===== config.mk =====
export PLATFORM = sky130hd
export DESIGN_NAME = alc_gain_ctrl
export DESIGN_NICKNAME = d
export VERILOG_FILES = /design/src/rtl/alc_pkg.sv /design/src/rtl/alc_peak_class.sv /design/src/rtl/alc_recovery_timer.sv /design/src/rtl/alc_change_gate.sv /design/src/rtl/alc_gain_ctrl.sv
export SDC_FILE = /design/constraint.sdc
export NUM_CORES = 1
export LEC_CHECK = 0
export BUFFER_PORTS_ARGS = -buffer_cell sky130_fd_sc_hd__buf_2
export CAP_MARGIN = 40
export CELL_PAD_IN_SITES_DETAIL_PLACEMENT = 0
export CELL_PAD_IN_SITES_GLOBAL_PLACEMENT = 1
export CORE_MARGIN = 8
export CORE_UTILIZATION = 34
export DETAILED_ROUTE_END_ITERATION = 8
export PLACE_DENSITY = 0.79
export SETUP_SLACK_MARGIN = 0.3
export SLEW_MARGIN = 20
export SYNTH_ARGS = -nofsm -noshare
export SYNTH_HDL_FRONTEND = slang
export SYNTH_SLANG_ARGS = --single-unit

===== constraint.sdc =====
create_clock -name clk -period 5.9 [get_ports clk]
set_clock_uncertainty 0.1 [all_clocks]
set_input_delay 0 -clock clk [delete_from_list [all_inputs] [get_ports clk]]
set_output_delay 0 -clock clk [all_outputs]
set_load 0.02 [all_outputs]

===== src/rtl/alc_pkg.sv =====
package alc_pkg;
    localparam int SMP_W  = 16;
    localparam int MAG_W  = SMP_W + 1;
    localparam int GAIN_W = 7;
    localparam int AMT_W  = 3;

    localparam logic [MAG_W-1:0] MAG_M4DB = MAG_W'(20675);
    localparam logic [MAG_W-1:0] MAG_M6DB = MAG_W'(16423);
    localparam logic [MAG_W-1:0] MAG_M8DB = MAG_W'(13045);

    typedef enum logic [1:0] {LVL_QUIET, LVL_WINDOW, LVL_LOUD} level_t;
    typedef enum logic [1:0] {REQ_NONE, REQ_REC, REQ_LIM} req_kind_t;

    typedef struct packed {
        req_kind_t        kind;
        logic [AMT_W-1:0] amount;
    } gain_req_t;

    function automatic logic [MAG_W-1:0] magnitude(input logic [SMP_W-1:0] s);
        logic signed [MAG_W-1:0] ext;
        ext = signed'({s[SMP_W-1], s});
        if (ext[MAG_W-1])
            return $unsigned(-ext);
        return $unsigned(ext);
    endfunction

    function automatic level_t classify(input logic [MAG_W-1:0] mag, input logic sel);
        logic [MAG_W-1:0] hi;
        logic [MAG_W-1:0] lo;
        hi = sel ? MAG_M4DB : MAG_M6DB;
        lo = sel ? MAG_M6DB : MAG_M8DB;
        if (mag > hi)
            return LVL_LOUD;
        if (mag > lo)
            return LVL_WINDOW;
        return LVL_QUIET;
    endfunction

    function automatic logic [GAIN_W-1:0] apply_req(input logic [GAIN_W-1:0] g,
                                                    input gain_req_t r,
                                                    input logic [GAIN_W-1:0] ceiling);
        logic [GAIN_W-1:0] amt;
        amt = GAIN_W'(r.amount);
        case (r.kind)
            REQ_LIM: return (g > amt) ? g - amt : '0;
            REQ_REC: begin
                if (g >= ceiling)
                    return g;
                return ((ceiling - g) > amt) ? g + amt : ceiling;
            end
            default: return g;
        endcase
    endfunction
endpackage


===== src/rtl/alc_peak_class.sv =====
module alc_peak_class
    import alc_pkg::*;
(
    input  logic [SMP_W-1:0] sample,
    input  logic             thr_sel,
    output level_t           level,
    output logic             sign
);
    logic [MAG_W-1:0] mag;

    always_comb begin
        mag   = magnitude(sample);
        level = classify(mag, thr_sel);
        sign  = sample[SMP_W-1];
    end
endmodule


===== src/rtl/alc_recovery_timer.sv =====
module alc_recovery_timer #(
    parameter int PERIOD = 16
) (
    input  logic clk,
    input  logic rst,
    input  logic tick,
    input  logic restart,
    output logic rec_fire
);
    localparam int CNT_W = (PERIOD > 1) ? $clog2(PERIOD) : 1;
    localparam logic [CNT_W-1:0] LAST = CNT_W'(PERIOD - 1);

    logic [CNT_W-1:0] cnt;

    assign rec_fire = tick && !restart && (cnt == LAST);

    always_ff @(posedge clk) begin
        if (rst)
            cnt <= '0;
        else if (restart)
            cnt <= '0;
        else if (tick)
            cnt <= (cnt == LAST) ? '0 : cnt + 1'b1;
    end


    restart_quiet_chk: assert property (@(posedge clk) disable iff (rst)
        restart |=> !rec_fire || (PERIOD == 1));
endmodule


===== src/rtl/alc_change_gate.sv =====
module alc_change_gate
    import alc_pkg::*;
#(
    parameter int PERIOD = 16
) (
    input  logic      clk,
    input  logic      rst,
    input  logic      bypass,
    input  gain_req_t req,
    input  logic      zc,
    input  logic      tick,
    output logic      fire,
    output gain_req_t fire_req
);
    localparam int CNT_W = (PERIOD > 1) ? $clog2(PERIOD) : 1;
    localparam logic [CNT_W-1:0] LAST = CNT_W'(PERIOD - 1);

    gain_req_t        pend;
    logic [CNT_W-1:0] tcnt;
    logic             has_pend;
    logic             tmo_hit;
    logic             pend_fire;
    logic             take;
    logic             immediate;

    always_comb begin
        has_pend  = (pend.kind != REQ_NONE);
        tmo_hit   = has_pend && tick && (tcnt == LAST);
        pend_fire = !bypass && has_pend && (zc || tmo_hit);
        immediate = bypass && (req.kind != REQ_NONE);
        take      = !bypass && (req.kind != REQ_NONE) &&
                    (!has_pend || pend_fire || req.kind == REQ_LIM || pend.kind == REQ_REC);
        fire      = immediate || pend_fire;
        fire_req  = immediate ? req : pend;
    end

    always_ff @(posedge clk) begin
        if (rst || bypass) begin
            pend <= '{kind: REQ_NONE, amount: '0};
            tcnt <= '0;
        end else if (take) begin
            pend <= req;
            tcnt <= '0;
        end else if (pend_fire) begin
            pend <= '{kind: REQ_NONE, amount: '0};
            tcnt <= '0;
        end else if (has_pend && tick) begin
            tcnt <= tcnt + 1'b1;
        end
    end


    release_clears_chk: assert property (@(posedge clk) disable iff (rst)
        (pend_fire && !take) |=> pend.kind == REQ_NONE);


    lim_kept_chk: assert property (@(posedge clk) disable iff (rst)
        (!bypass && has_pend && pend.kind == REQ_LIM && !pend_fire) |=> pend.kind == REQ_LIM);
endmodule


===== src/rtl/alc_gain_ctrl.sv =====
module alc_gain_ctrl
    import alc_pkg::*;
#(
    parameter int              TICKS_PER_PERIOD = 16,
    parameter logic [6:0]      INIT_GAIN        = 7'h30
) (
    input  logic        clk,
    input  logic        rst,
    input  logic        smp_valid,
    input  logic [15:0] smp_data,
    input  logic        period_tick,
    input  logic        thr_sel,
    input  logic [1:0]  lim_step,
    input  logic        rec_step,
    input  logic        zc_bypass,
    input  logic [6:0]  ref_code,
    output logic [6:0]  gain
);
    level_t            level;
    logic              smp_sign;
    logic              prev_sign;
    logic              have_prev;
    logic              zc;
    logic              restart;
    logic              rec_fire;
    logic              gate_fire;
    gain_req_t         new_req;
    gain_req_t         fire_req;
    logic [GAIN_W-1:0] gain_q;

    alc_peak_class u_class (
        .sample  (smp_data),
        .thr_sel (thr_sel),
        .level   (level),
        .sign    (smp_sign)
    );

    assign restart = smp_valid && (level != LVL_QUIET);
    assign zc      = smp_valid && have_prev && (smp_sign != prev_sign);

    alc_recovery_timer #(.PERIOD(TICKS_PER_PERIOD)) u_timer (
        .clk      (clk),
        .rst      (rst),
        .tick     (period_tick),
        .restart  (restart),
        .rec_fire (rec_fire)
    );

    always_comb begin
        if (smp_valid && level == LVL_LOUD)
            new_req = '{kind: REQ_LIM, amount: AMT_W'(lim_step) + 1'b1};
        else if (rec_fire)
            new_req = '{kind: REQ_REC, amount: rec_step ? AMT_W'(2) : AMT_W'(1)};
        else
            new_req = '{kind: REQ_NONE, amount: '0};
    end

    alc_change_gate #(.PERIOD(TICKS_PER_PERIOD)) u_gate (
        .clk      (clk),
        .rst      (rst),
        .bypass   (zc_bypass),
        .req      (new_req),
        .zc       (zc),
        .tick     (period_tick),
        .fire     (gate_fire),
        .fire_req (fire_req)
    );

    always_ff @(posedge clk) begin
        if (rst) begin
            gain_q    <= INIT_GAIN;
            prev_sign <= 1'b0;
            have_prev <= 1'b0;
        end else begin
            if (smp_valid) begin
                prev_sign <= smp_sign;
                have_prev <= 1'b1;
            end
            if (gate_fire)
                gain_q <= apply_req(gain_q, fire_req, ref_code);
        end
    end

    assign gain = gain_q;


    rise_ceiling_chk: assert property (@(posedge clk) disable iff (rst)
        (gain_q > $past(gain_q)) |-> gain_q <= $past(ref_code));


    rise_size_chk: assert property (@(posedge clk) disable iff (rst)
        (gain_q > $past(gain_q)) |-> (gain_q - $past(gain_q)) <= GAIN_W'(2));


    fall_size_chk: assert property (@(posedge clk) disable iff (rst)
        (gain_q < $past(gain_q)) |-> ($past(gain_q) - gain_q) <= GAIN_W'(4));


    gated_update_chk: assert property (@(posedge clk) disable iff (rst)
        (!$past(zc_bypass) && gain_q != $past(gain_q)) |-> $past(gate_fire));
endmodule


==> flow_summary_export.csv, run 1 <==
group,metric,value,unit
die,rows,34,
worst_setup_path,path_delay_family,"compound AO/OA/AOI/OAI gates",
hold_path,hp-start,"lim_step[0]",
synth,ys.flop_type,"dfxtp_1",
timing,grt_setup_unrepaired,"true",
global_routing,track_usage,0.139,
worst_setup_path,slowest_stage,"or4b_4",
worst_setup_path,arrival,5430,ps
global_routing,antenna_found_initial,0,
die,pin_count,39,
die,initial_core_util,0.347,
layout,drive_above_1_share,0.209,
layout,stdcell_count,534,
synth,synth-seq-area-share,0.146,
global_routing,grt-ovfl-total,0,
routing,drt_iter0_drc,151,
clocking,tritoncts,"done",
pwr,p_int,0.000331,W
worst_setup_path,cp_num_buf_inv,3,
placement,place_ws,-25.3,ps
synth,yosysWarnings,0,
clocking,cts_sinks,22,
routing,drc_errors,0,
pwr,switchingPower,0.000184,W
worst_setup_path,path_max_fanout,11,
routing,wl_per_cell,15.9,um
timing,worstMarginPinSlew,981,ps
clocking,htreeDepth,1,
pwr,comb_power_share,0.412,
hold_path,min_path_cells,4,
layout,mostFrequentLayoutCells,"buf_2 (39), nor2_1 (37), ha_1 (34)",
layout,area_delta_synth_final,20.1,%
timing,fmax,187,MHz
timing,slew_viol_final,0,
timing,fin_setup_tns,0,ps
pwr,swShare,0.357,
worst_setup_path,worstPathRequired,5990,ps
worst_setup_path,reg2reg_from,"u_timer.cnt[0]$_SDFFE_PP0P_",
worst_setup_path,reg2reg_depth,18,
routing,viasPerCell,5.62,
die,die_w,110,um
synth,synth_edf_count,0,
pwr,pwr-share-seq,0.303,
clocking,clockBufferDepth,2,
synth,yosysUniqueCellTypes,73,
hold_path,worstHoldEndpoint,"u_gate.pend[0]$_SDFFE_PP0P_",
timing,slew_headroom,0.346,
layout,nets,497,
routing,drtPass1Iterations,5,
routing,routed_wl,8470,um
synth,syn-cell-area,3010,um2
status,status,"complete, no violations",
run,drv_cap,0,
clocking,worstSkewPairLatency,270,ps
synth,async_reset_ff_frac,0,
die,die_h,110,um
placement,hpwl,6830,um
routing,ant_nets,0,
layout,antenna_cells,0,
timing,setup_viol,0,
placement,port_buffers,38,
timing,worst_slack,559,ps
synth,syn-num-nets,446,
global_routing,grt_pass1_wl,13800,um
worst_setup_path,startpoint_type,"input port",
layout,fin_util,0.417,
clocking,cts_buffers,3,
synth,ys_ff_latch,22,
worst_setup_path,path_cells,"buf_2, inv_1, ha_2, or4b_4, o21ai_2, xnor2_2, ha_1, a211o_1, o41ai_2, nand4b_1, a2111o_1, and3_4, o31ai_4, a22oi_2, ha_1, nor2b_1, o21ai_0, a32oi_1, a2111oi_1, o211ai_1, buf_4, a2111oi_1, a2111oi_1, a211oi_1",
timing,hold_viol_final,0,
pwr,p_leak,1.41,nW
clocking,path_clk_slew,90,ps
worst_setup_path,critPathKind,"input port to flop",
worst_setup_path,ff2ff_setup_slack,1970,ps
routing,num_vias,3003,
timing,post-route-period-util,0.905,
hold_path,hp-class,"input port to flop",
die,die_area,12100,um2
pwr,peakVddDrop,0.0982,mV
worst_setup_path,r2r-end,"gain[1]$_SDFFE_PP0P_",
synth,synth_area_per_cell,8.02,um2
pwr,pwr_density_cell,142,nW/um2
clocking,cts.root.buffer_cell,"clkbuf_8",
die,fp.coreArea,8680,um2
worst_setup_path,crit_top_cell,"a2111oi_1",
worst_setup_path,crit_path_end_kind,"flop",
pwr,pwr-share-clk,0.284,
layout,final_common_cell,"buf_2",
timing,period_minus_slack,5340,ps
global_routing,grt_max_degree,20,
placement,dp.cells,520,
placement,gp_congestion,0.875,
worst_setup_path,cp_slowest_stage_delay,470,ps
layout,fillers,906,
synth,synth_cells,376,
global_routing,grt_pass1_vias,2929,
-- worst reg2reg max path: stages (launching register included) --
cell	delay, ps
dfxtp_1	400
ha_1	230
nand2_1	70
nor2_1	270
o21ai_2	130
buf_4	170
buf_4	130
o31ai_1	200
a22o_1	230
ha_1	170
nor2b_1	40
o21ai_0	130
a32oi_1	100
a2111oi_1	360
o211ai_1	160
buf_4	210
a2111oi_1	430
a2111oi_1	110
a211oi_1	230
-- per-stage QoR --
stage          power, W  hold slack, ps  instance area, um2
3_3_place_gp   0.000350             217                3350
6_report       0.000515            80.7                3620
2_1_floorplan  0.000296            37.7                3010
5_1_grt        0.000550             103                3620
4_1_cts        0.000506            70.3                3500
3_5_place_dp   0.000353             228                3350
-- flip-flops by register name (all words and copies together) (netlist names) --
| signal | flops |
|---|---|
| gain | 7 |
| u_gate.pend | 5 |
| u_gate.tcnt | 4 |
| u_timer.cnt | 4 |
| have_prev | 1 |
| prev_sign | 1 |
-- per-layer routing --
| layer | GRT usage | part of all wire | wire length, um | vias up |
|---|---|---|---|---|
| li1 | - | - | - | 1526 |
| met1 | 0.188 | 0.47 | 3950 | 1396 |
| met2 | 0.225 | 0.46 | 3930 | 71 |
| met3 | 0.0279 | 0.058 | 493 | 10 |
| met4 | 0.0266 | 0.012 | 99 | 0 |
| met5 | 0 | 0 | 0 | - |
-- power groups by stage --
stage | Combinational, W | Clock (W) | Sequential [W]
after detailed placement | 0.000193 | 0 | 0.000160
after floorplan | 0.000137 | 0 | 0.000159
after global placement | 0.000191 | 0 | 0.000160
after CTS | 0.000199 | 0.000151 | 0.000156
after global routing | 0.000236 | 0.000157 | 0.000157
final | 0.000212 | 0.000146 | 0.000156
-- area by class of cell --
| type | instances | area, um2 | area share |
|---|---|---|---|
| inverter | 27 | 101 | 0.0280 |
| tap | 108 | 135 | 0.0373 |
| multi-input combinational | 315 | 2520 | 0.696 |
| timing repair buffer | 58 | 353 | 0.0974 |
| clock buffer | 3 | 41.3 | 0.0114 |
| sequential | 22 | 440 | 0.122 |
| clock inverter | 1 | 30.0 | 0.00829 |
-- kinds of logic (layout without fill, tap and decap cells) --
kind of cell	Yosys count	after routing	synth area share
compound gates	108	108	0.297
simple gates	138	138	0.244
mux	8	8	0.0270
xor+xnor	23	23	0.0668
buf+inv	39	89	0.0536
fa+ha+maj	38	38	0.165
flops	22	22	0.146
-- cell usage after synthesis, drive strengths merged (2+ instances only) --
cell,n,area share
o2111ai,2,0.0058
o22a,2,0.0058
a2111oi,10,0.054
a211oi,10,0.027
or4,3,0.0087
dfxtp,22,0.15
clkbuf,7,0.0087
o21ai,17,0.028
o211ai,3,0.0075
o32ai,2,0.0058
nor2b,5,0.010
nand4,4,0.0083
a22o,3,0.0087
inv,27,0.034
or3,5,0.012
nor2,37,0.046
a31oi,2,0.0042
nor3b,3,0.0075
nor3,14,0.025
nand4b,3,0.0087
buf,5,0.011
and3,3,0.0062
nor4b,2,0.0058
mux2i,7,0.023
a211o,2,0.0058
and2,4,0.0083
o21a,7,0.017
ha,35,0.15
nand2,22,0.029
a221oi,4,0.014
fa,3,0.020
nand3,12,0.020
xor2,7,0.020
a21o,4,0.010
a221o,2,0.0071
o31a,5,0.015
o31ai,9,0.026
a21oi,12,0.020
a2111o,2,0.0075
or2,2,0.0042
nand2b,9,0.019
xnor2,16,0.046
nor4,5,0.010
-- what timing repair did --
action	CTS	global route
setup endpoints to repair	3	7
endpoints found under the hold margin	8	0
pin swaps	0	8
setup buffers	0	4
hold buffers	6	0
gates resized for setup	4	18
cloned	0	0
-- worst max path at each step --
stage	end	start	cells after the start	slack, ps
after global routing	gain[2]$_SDFFE_PP0P_	smp_data[0]	26	210
after CTS	gain[5]$_SDFFE_PP1P_	smp_data[0]	26	340
after detailed placement	gain[5]$_SDFFE_PP1P_	smp_data[0]	25	-30
after global placement	gain[1]$_SDFFE_PP0P_	smp_data[10]	26	130
after floorplan	gain[5]$_SDFFE_PP1P_	smp_data[0]	25	310
final	gain[1]$_SDFFE_PP0P_	smp_data[0]	24	560
No activity file was read; power rests on OpenSTA's default activity.
==> run 2, diff against run 1 <==
Settings changed: ABC_AREA from default to 1, PLACE_DENSITY 0.79 to 0.82.
==> run 2 against run 1 <==
Effect of this change:
- cell count up 16%
- register-to-register slack better by 160 ps
- highest routed layer unchanged
- largest cell class unchanged
- global-route usage down 1.2 points
- setup slack better by 520 ps
- first-iteration DRC count down 27%
- sequential cell count unchanged
==> flow_summary_export.csv, run 2 <==
group,metric,value,unit
hold_path,hp-class,"input port to flop",
global_routing,antenna_found_initial,0,
routing,drt_iter0_drc,110,
hold_path,worstHoldEndpoint,"u_gate.pend[0]$_SDFFE_PP0P_",
clocking,cts.root.buffer_cell,"clkbuf_8",
synth,synth_edf_count,0,
die,pin_count,39,
pwr,p_int,0.000309,W
layout,final_common_cell,"nand2_1",
pwr,comb_power_share,0.362,
placement,place_ws,699,ps
routing,ant_nets,0,
global_routing,grt_use_met3,0.0203,
timing,grt_setup_unrepaired,"false",
clocking,worstSkewPairLatency,280,ps
timing,fmax,207,MHz
routing,drc_errors,0,
global_routing,top_usage_layer,"met2",
timing,fin_setup_tns,0,ps
global_routing,grt_pass1_wl,12800,um
layout,antenna_cells,0,
hold_path,hp-start,"rec_step",
hold_path,min_path_cells,4,
status,status,"complete, no violations",
placement,port_buffers,38,
synth,syn-cell-area,3030,um2
pwr,peakVddDrop,0.107,mV
routing,viasPerCell,4.82,
die,die_area,12200,um2
pwr,swShare,0.348,
synth,synth-seq-area-share,0.146,
die,rows,34,
synth,ys_top_cells_by_count,"nand2_1 (110), inv_1 (57), nand3_1 (44)",
pwr,pwr_density_cell,139,nW/um2
routing,wl_per_cell,11.8,um
worst_setup_path,critPathKind,"input port to flop",
synth,yosysWarnings,0,
worst_setup_path,path_max_fanout,11,
die,fp.coreArea,8680,um2
synth,synth_cells,473,
routing,num_vias,2996,
worst_setup_path,slowest_stage,"mux2_2",
synth,synth_top_area_share,0.146,
synth,yosysMostFrequentCell,"nand2_1",
worst_setup_path,worstPathRequired,5970,ps
layout,largest_reg_flops,7,
synth,async_reset_ff_frac,0,
layout,area_delta_synth_final,13.0,%
timing,setup_viol,0,
die,die_w,110,um
global_routing,grt_max_degree,27,
worst_setup_path,cp.depth,34,
timing,post-route-period-util,0.817,
clocking,path_clk_slew,100,ps
synth,yosysTopAreaCell,"dfxtp_1",
synth,yosysUniqueCellTypes,43,
placement,gp_congestion,0.854,
global_routing,grt-ovfl-total,0,
timing,period_minus_slack,4820,ps
timing,slew_viol_final,0,
clocking,postCtsSetupRepairBufs,0,
worst_setup_path,arrival,4890,ps
pwr,pwr-share-seq,0.328,
pwr,p_leak,1.71,nW
die,die_h,110,um
global_routing,grt_util_met2,0.218,
routing,drtPass1Iterations,4,
run,drv_cap,0,
layout,nets,585,
global_routing,track_usage,0.127,
worst_setup_path,cp_slowest_stage_delay,390,ps
synth,syn-num-nets,543,
global_routing,use_met1,0.168,
synth,synth_area_per_cell,6.40,um2
timing,worst_slack,1080,ps
worst_setup_path,path_delay_family,"simple AND/OR/NAND/NOR gates",
synth,synth.top_cells.by_area,"dfxtp_1 (15%), ha_1 (14%), nand2_1 (14%), nand3_1 (7.3%), inv_1 (7.1%)",
timing,hold_viol_final,0,
routing,routed_wl,7320,um
layout,drive_above_1_share,0.202,
worst_setup_path,reg2reg_from,"u_timer.cnt[0]$_SDFFE_PP0P_",
die,initial_core_util,0.349,
clocking,tritoncts,"done",
worst_setup_path,startpoint_type,"input port",
synth,ys_ff_latch,22,
clocking,clockBufferDepth,2,
worst_setup_path,r2r-end,"gain[4]$_SDFFE_PP1P_",
global_routing,grt_pass1_vias,2868,
pwr,pwr-share-clk,0.310,
placement,placed_area,3310,um2
worst_setup_path,crit_top_cell,"nand2_1",
worst_setup_path,ff2ff_setup_slack,2130,ps
layout,mostFrequentLayoutCells,"nand2_1 (110), inv_1 (57), nand3_1 (44)",
timing,slew_headroom,0.663,
worst_setup_path,crit_path_end_kind,"flop",
pwr,switchingPower,0.000165,W
worst_setup_path,cp_num_buf_inv,4,
timing,worstMarginPinSlew,500,ps
clocking,cts_buffers,3,
clocking,cts_sinks,22,
clocking,htreeDepth,1,
worst_setup_path,reg2reg_depth,19,
layout,fillers,964,
placement,hpwl,6330,um
layout,stdcell_area,3420,um2
synth,ys.flop_type,"dfxtp_1",
## run 2: changes by cell type after synthesis, moves of 9 or more
| cell | before | now |
|---|---|---|
| nor2_2 | 0 | 12 |
| nand2_1 | 20 | 110 |
| nand3_1 | 12 | 44 |
| nand2_2 | 2 | 12 |
| inv_1 | 27 | 57 |
| a211oi_1 | 9 | 0 |
| a21oi_1 | 12 | 26 |
| nand2_4 | 0 | 9 |
| inv_2 | 0 | 11 |
| xnor2_1 | 16 | 2 |
| nand2b_1 | 9 | 0 |
| o21ai_0 | 13 | 23 |
## run 2: logic make-up after synthesis
logic type               after synthesis  synth area share
AND/OR/NAND/NOR                      254             0.411
adder cells (fa/ha/maj)               38             0.165
flip-flops                            22             0.146
multiplexers                           3            0.0112
XOR/XNOR                              16            0.0488
buffers and inverters                 75             0.101
AO/OA/AOI/OAI                         65             0.118
## run 2: per-layer routing
metal,vias to the layer above,wire [um]
li1,1607,-
met1,1342,3630
met5,-,0
met3,5,257
met2,42,3400
met4,0,32
## run 2: how the worst max path moves through the flow
stage | startpoint | to | slack (ps)
3_3_place_gp | smp_data[0] | gain[4]$_SDFFE_PP1P_ | 880
4_1_cts | smp_data[0] | gain[4]$_SDFFE_PP1P_ | 980
2_1_floorplan | smp_data[0] | gain[4]$_SDFFE_PP1P_ | 1510
5_1_grt | smp_data[0] | gain[1]$_SDFFE_PP0P_ | 330
3_5_place_dp | smp_data[0] | gain[4]$_SDFFE_PP1P_ | 700
6_report | smp_data[0] | gain[4]$_SDFFE_PP1P_ | 1080
## run 2: repair_timing
| item | CTS | global route |
|---|---|---|
| endpoints found under the hold margin | 5 | 0 |
| hold buffers | 4 | 0 |
| gates resized for setup | 0 | 1 |
| endpoints found under the setup margin | 0 | 7 |
## run 2: power groups by stage
| stage | clock network (W) | registers (W) | logic [W] |
|---|---|---|---|
| finish | 0.000147 | 0.000155 | 0.000172 |
| global route | 0.000156 | 0.000156 | 0.000199 |
| CTS | 0.000151 | 0.000155 | 0.000173 |
| detailed placement | 0 | 0.000159 | 0.000170 |
| global placement | 0 | 0.000159 | 0.000168 |
| floorplan | 0 | 0.000159 | 0.000125 |
## run 2: final cells by class
class,instances,area [um2],area share
sequential,22,440,0.129
timing repair buffer,42,230,0.0673
clock buffer,3,41.3,0.0121
multi-input combinational,376,2280,0.667
inverter,70,263,0.0768
clock inverter,1,30.0,0.00878
tap,108,135,0.0395
## run 2: stage by stage
step / hold WS, ps / power [W] / utilization / std cells
after floorplan: -27.6 / 0.000284 / - / 473
after global placement: 109 / 0.000327 / 0.381 / 614
after detailed placement: 116 / 0.000328 / 0.381 / 614
after CTS: 5.53 / 0.000479 / 0.394 / 622
after global routing: 27.6 / 0.000511 / 0.394 / 622
final: 1.17 / 0.000474 / 0.394 / 622
## run 2: tightest hold or removal path, stage by stage
cell and delay [ps]:
buf_2 100, o22ai_1 90, nand3_1 80, o21ai_0 60
